==> config.mk <==
export PLATFORM = sky130hd
export DESIGN_NAME = chan_data_div
export DESIGN_NICKNAME = d
export VERILOG_FILES = /design/src/rtl/chan_pkg.sv /design/src/rtl/chan_dreg.sv /design/src/rtl/chan_tick_div.sv /design/src/rtl/chan_ext_sync.sv /design/src/rtl/chan_data_div.sv
export SDC_FILE = /design/constraint.sdc
export NUM_CORES = 1
export LEC_CHECK = 0
export BUFFER_PORTS_ARGS = -buffer_cell sky130_fd_sc_hd__buf_4
export CELL_PAD_IN_SITES_DETAIL_PLACEMENT = 0
export CELL_PAD_IN_SITES_GLOBAL_PLACEMENT = 1
export CORE_ASPECT_RATIO = 1.2
export CORE_MARGIN = 2
export CORE_UTILIZATION = 30
export DETAILED_ROUTE_END_ITERATION = 16
export PLACE_DENSITY_LB_ADDON = 0.1
export SLEW_MARGIN = 40
export SYNTH_ARGS = -nofsm -noshare
export SYNTH_HDL_FRONTEND = slang
export SYNTH_SLANG_ARGS = --single-unit
export TNS_END_PERCENT = 10
==> constraint.sdc <==
create_clock -name clk_i -period 1.7 [get_ports clk_i]
set_input_delay 0.34 -clock clk_i [delete_from_list [all_inputs] [get_ports clk_i]]
set_output_delay 0.34 -clock clk_i [all_outputs]
set_load 0.03 [all_outputs]
==> src/rtl/chan_pkg.sv <==
package chan_pkg;
  localparam int unsigned DIV_W  = 7;
  localparam int unsigned BUF_W  = 8;
  localparam int unsigned SYNC_N = 2;
  localparam int unsigned REG_W  = DIV_W + BUF_W + 1;
  typedef enum logic [1:0] {WR_NONE, WR_BYTE, WR_FULL} wr_kind_e;
endpackage

==> src/rtl/chan_dreg.sv <==
module chan_dreg
  import chan_pkg::*;
#(
  parameter int unsigned DW = DIV_W,
  parameter int unsigned BW = BUF_W,
  localparam int unsigned RW = DW + BW + 1
) (
  input  logic          clk_i,
  input  logic          rst_ni,
  input  logic          run_i,
  input  logic          uart_i,
  input  logic          wr_i,
  input  logic          wr_full_i,
  input  logic [RW-1:0] wdata_i,
  output logic [DW-1:0] div_o,
  output logic [BW-1:0] buf_o,
  output logic          err_o
);
  logic [DW-1:0] div_q;
  logic [BW-1:0] buf_q;
  logic          err_q;
  logic          illegal;
  logic          unused_b8;
  wr_kind_e      kind;

  assign unused_b8 = wdata_i[BW];

  always_comb begin
    if (!wr_i)          kind = WR_NONE;
    else if (wr_full_i) kind = WR_FULL;
    else                kind = WR_BYTE;
  end

  assign illegal = uart_i && !run_i && (kind == WR_FULL)
                   && (wdata_i[RW-1 -: DW] < DW'(2));

  always_ff @(posedge clk_i or negedge rst_ni) begin
    if (!rst_ni) begin
      div_q <= '0;
      buf_q <= '0;
      err_q <= 1'b0;
    end else begin
      err_q <= illegal;
      if (kind != WR_NONE) begin
        if (run_i) begin
          buf_q <= wdata_i[BW-1:0];
        end else if (kind == WR_BYTE) begin
          buf_q <= wdata_i[BW-1:0];
          div_q <= '0;
        end else if (!illegal) begin
          buf_q <= wdata_i[BW-1:0];
          div_q <= wdata_i[RW-1 -: DW];
        end
      end
    end
  end

  assign div_o = div_q;
  assign buf_o = buf_q;
  assign err_o = err_q;


  ratio_lock_chk: assert property (@(posedge clk_i) disable iff (!rst_ni)
    (run_i && wr_i) |=> (div_q == $past(div_q)));

  byte_clear_chk: assert property (@(posedge clk_i) disable iff (!rst_ni)
    (!run_i && wr_i && !wr_full_i) |=> (div_q == '0));

  err_keep_chk: assert property (@(posedge clk_i) disable iff (!rst_ni)
    err_q |-> (div_q == $past(div_q) && buf_q == $past(buf_q)));
endmodule

==> src/rtl/chan_tick_div.sv <==
module chan_tick_div #(
  parameter int unsigned DW = chan_pkg::DIV_W,
  localparam int unsigned CW = DW + 1
) (
  input  logic          clk_i,
  input  logic          rst_ni,
  input  logic          en_i,
  input  logic          op_en_i,
  input  logic [DW-1:0] ratio_i,
  output logic          tick_o
);
  logic [CW-1:0] cnt_q;
  logic [CW-1:0] limit;

  assign limit  = {ratio_i, 1'b1};
  assign tick_o = en_i && op_en_i && (cnt_q == limit);

  always_ff @(posedge clk_i or negedge rst_ni) begin
    if (!rst_ni)       cnt_q <= '0;
    else if (!en_i)    cnt_q <= '0;
    else if (op_en_i)  cnt_q <= (cnt_q == limit) ? '0 : cnt_q + 1'b1;
  end


  cnt_range_chk: assert property (@(posedge clk_i) disable iff (!rst_ni)
    en_i |-> (cnt_q <= limit));

  int_gap_chk: assert property (@(posedge clk_i) disable iff (!rst_ni)
    tick_o |=> !tick_o);

  restart_chk: assert property (@(posedge clk_i) disable iff (!rst_ni)
    $rose(en_i) |-> (cnt_q == '0));
endmodule

==> src/rtl/chan_ext_sync.sv <==
module chan_ext_sync #(
  parameter int unsigned STAGES = chan_pkg::SYNC_N
) (
  input  logic clk_i,
  input  logic rst_ni,
  input  logic en_i,
  input  logic strobe_i,
  output logic tick_o
);
  logic [STAGES-1:0] sync_q;
  logic              last_q;

  for (genvar i = 0; i < STAGES; i++) begin : g_stage
    always_ff @(posedge clk_i or negedge rst_ni) begin
      if (!rst_ni)     sync_q[i] <= 1'b0;
      else if (i == 0) sync_q[i] <= strobe_i;
      else             sync_q[i] <= sync_q[(i == 0) ? 0 : i-1];
    end
  end

  always_ff @(posedge clk_i or negedge rst_ni) begin
    if (!rst_ni) last_q <= 1'b0;
    else         last_q <= sync_q[STAGES-1];
  end

  assign tick_o = en_i && sync_q[STAGES-1] && !last_q;


  ext_gap_chk: assert property (@(posedge clk_i) disable iff (!rst_ni)
    tick_o |=> !tick_o);
endmodule

==> src/rtl/chan_data_div.sv <==
module chan_data_div
  import chan_pkg::*;
(
  input  logic             clk_i,
  input  logic             rst_ni,
  input  logic             op_en_i,
  input  logic             run_i,
  input  logic             uart_i,
  input  logic             csel_i,
  input  logic             ext_clk_i,
  input  logic             wr_i,
  input  logic             wr_full_i,
  input  logic [REG_W-1:0] wdata_i,
  output logic [REG_W-1:0] rdata_o,
  output logic             err_o,
  output logic             tick_o
);
  logic [DIV_W-1:0] div;
  logic [BUF_W-1:0] buf_val;
  logic             int_tick;
  logic             ext_tick;

  chan_dreg #(.DW(DIV_W), .BW(BUF_W)) u_dreg (
    .clk_i, .rst_ni, .run_i, .uart_i, .wr_i, .wr_full_i, .wdata_i,
    .div_o(div), .buf_o(buf_val), .err_o
  );

  chan_tick_div #(.DW(DIV_W)) u_div (
    .clk_i, .rst_ni, .en_i(run_i && !csel_i), .op_en_i,
    .ratio_i(div), .tick_o(int_tick)
  );

  chan_ext_sync #(.STAGES(SYNC_N)) u_sync (
    .clk_i, .rst_ni, .en_i(run_i && csel_i), .strobe_i(ext_clk_i),
    .tick_o(ext_tick)
  );

  assign rdata_o = {(run_i ? {DIV_W{1'b0}} : div), 1'b0, buf_val};
  assign tick_o  = csel_i ? ext_tick : int_tick;


  idle_quiet_chk: assert property (@(posedge clk_i) disable iff (!rst_ni)
    !run_i |-> !tick_o);

  sel_ext_chk: assert property (@(posedge clk_i) disable iff (!rst_ni)
    csel_i |-> !int_tick);
endmodule

==> impl_metrics.csv <==
group,metric,value,unit
setup_path,end_kind,"output pin",
synth,synth-edff-count,0,
cts,cts.sinks,27,
synth,synthTopCellsByCount,"27 x dfrtp_1, 25 x nand2_1, 9 x nand3_1",
grt,grt_pass1_wl,5.24,mm
cts,clockRootBuffer,"clkbuf_8",
timing,setup_viol,2,
setup_path,r2r-start,"u_dreg.div_o[6]",
cts,clk_latency,0.27,ns
place,placed_area,0.00185,mm2
synth,synth-warning-count,0,
timing,clock_skew,0.00434,ns
setup_path,endpoint,"tick_o",
synth,syn_nets,152,
power_and_ir_drop,fin_total_pwr,1.44,mW
setup_path,cp_max_fo,2,
timing,final_max_slew_viol_count,0,
place,gp_congestion,0.787,
timing,final-hold-violation-count,0,
layout,drive_above_1_share,44.2,%
synth,synth_seq_cells,27,
cts,clk_pin_slew,0.10,ns
detailed_routing,drt-total-wl,3.08,mm
die,io_pins,43,
detailed_routing,drc,0,
timing,fin_ws,-0.378,ns
place,dp_hpwl,2.48,mm
cts,postCtsSetupRepairBufs,0,
synth,yosys.area.top_type,"dfrtp_1",
detailed_routing,final_antenna_net_count,0,
timing,min_period,2.08,ns
grt,grt_max_degree,28,
setup_path,ff2ff_path_depth,6,
die,dieArea,0.00494,mm2
detailed_routing,vias,1083,
status,violations,"negative setup slack",
power_and_ir_drop,leakage,0.970,nW
grt,grt_overflow,0,
power_and_ir_drop,power.density,751,mW/mm2
run,maxCapViolations,0,
cts,cts_max_level,1,
layout,nNetsFinal,217,
setup_path,reg2reg_slack,-0.01,ns
synth,async_flop_share,100,%
cts,cts_buffers,3,
synth,synthFlopType,"dfrtp_1",
setup_path,crit_path_start_kind,"flip-flop",
layout,instances_no_fill,246,
layout,diodes,0,
setup_path,worst_ep_arrival_time,1.74,ns
status,run_status,"complete, but fails checks",
synth,yosysSeqAreaShare,51.3,%
timing,fmax,481,MHz
setup_path,reg2reg_to,"u_div.cnt_q[6]",
synth,syn_area,0.00132,mm2
die,design.core.area,0.00423,mm2
cts,cts_tree,"built",
detailed_routing,vias_per_cell,4.40,
setup_path,worstSetupStartpoint,"u_dreg.div_o[6]",
synth,yosysMostFrequentCell,"dfrtp_1",
cts,clockBufferDepth,2,
worst_hold_path,hold_path_class,"primary input to flip-flop",
synth,yosys-top-cells-area,"dfrtp_1 51%, nand2_1 7.1%, mux2_2 6.8%, nor2b_1 3.8%, nand3_1 3.4%",
timing,rsz0062_at_grt,"true",
die,die_y,76.6,um
setup_path,cp.required,1.36,ns
setup_path,path_class,"flip-flop to output pin",
detailed_routing,drt_iter0_markers,53,
die,start_util,31.1,%
timing,tns,-0.389,ns
place,io_buffer_count,40,
layout,area_growth,46.2,%
detailed_routing,dr.pass1.iters,4,
die,num_rows,26,
power_and_ir_drop,ir_drop,0.386,mV
place,dpl.cell_count,241,
synth,syn_avg_cell_area,10.4,um2
layout,finalInstanceArea,0.00192,mm2
detailed_routing,wl_per_cell,12.5,um
die,dieWidth,64.5,um
synth,synthCells,126,
synth,post-synth-top-area-fraction,51.3,%
synth,yosys.cell_types.count,32,
timing,period_share,122,%
grt,grt_pass1_vias,1191,
grt,grt_use_total,13.4,%
grt,antenna_found_initial,0,
layer usage:
metal | wire (um) | track usage [%]
met5 | 0 | 0
met1 | 1320 | 15.6
met2 | 1640 | 25.1
met4 | 23 | 3.83
met3 | 97 | 1.77
cells in the final DEF (no fill, tap or decap), types with 2 or more instances in the layout:
| cell | Yosys | final |
|---|---|---|
| xor2_1 | 5 | 5 |
| mux2_2 | 8 | 8 |
| and3_1 | 3 | 3 |
| o21ai_0 | 3 | 3 |
| nand2_1 | 25 | 25 |
| nor4b_1 | 2 | 2 |
| nand3_1 | 9 | 9 |
| buf_4 | 1 | 60 |
| nand2b_1 | 2 | 2 |
| xnor2_1 | 5 | 5 |
| nor2_1 | 5 | 5 |
| nor2b_1 | 8 | 8 |
| clkbuf_8 | 0 | 3 |
| nor3_2 | 1 | 2 |
| a21o_1 | 2 | 2 |
| dfrtp_1 | 27 | 27 |
critical path, cell delays in order, from the launching register on:
cell     delay (ns)
dfrtp_1        0.40
xor2_1         0.17
nor4_2         0.38
nand2_1        0.14
nor3_2         0.13
o21a_2         0.14
buf_6          0.12
where the power goes:
group / leakage, nW / total [mW] / switching [mW] / internal [mW]
Combinational: 0.606 / 0.356 / 0.178 / 0.178
Sequential: 0.343 / 0.715 / 0.0275 / 0.687
Clock: 0.0217 / 0.374 / 0.208 / 0.166
how the worst min path moves through the flow:
stage	from	end	slack, ns	cells past startpoint
6_report	ext_clk_i	u_sync.sync_q[0]	0.17	1
5_1_grt	ext_clk_i	u_sync.sync_q[0]	0.15	1
4_1_cts	ext_clk_i	u_sync.sync_q[0]	0.15	1
3_5_place_dp	rst_ni	u_div.cnt_q[0]	0.28	1
3_3_place_gp	rst_ni	u_div.cnt_q[0]	0.28	1
2_1_floorplan	rst_ni	u_div.cnt_q[0]	0.04	0
kinds of logic after synthesis:
group	count (synthesis)	share of synthesized area [%]
adder cells (fa/ha/maj)	1	0.950
XOR/XNOR	10	6.65
other	1	0.285
AO/OA/AOI/OAI	14	8.27
buffers and inverters	4	1.43
multiplexers	8	6.84
AND/OR/NAND/NOR	61	24.2
flip-flops	27	51.3
cell type report:
cell class | count | area (um2)
Clock buffer | 3 | 41.3
Clock inverter | 1 | 7.51
Fill cell | 429 | 2300
Inverter | 1 | 3.75
Multi-Input combinational cell | 95 | 634
Sequential cell | 27 | 676
Tap cell | 56 | 70.1
Timing Repair Buffer | 63 | 492
metrics by stage:
step / setup slack, ns / hold slack (ns) / utilization, %
2_1_floorplan: 0.0224 / 0.0444 / -
3_3_place_gp: -0.120 / 0.279 / 43.8
3_5_place_dp: -0.125 / 0.284 / 43.8
4_1_cts: -0.397 / 0.152 / 45.4
5_1_grt: -0.469 / 0.152 / 45.5
6_report: -0.378 / 0.165 / 45.5
state kept, by name, summed over array words and instances (netlist names):
register       flops
u_div.cnt_q        8
u_dreg.div_o       7
u_dreg.buf_o       8
u_dreg.err_o       1
u_sync.sync_q      2
u_sync.last_q      1
repair_timing:
action | 4_1_cts | 5_1_grt
gates resized for setup | 2 | 1
pin swaps | 2 | 3
hold buffers | 1 | 0
gates cloned | 0 | 0
setup endpoints to repair | 2 | 3
hold endpoints to repair | 27 | 0
No activity file was read; power rests on OpenSTA's default activity.
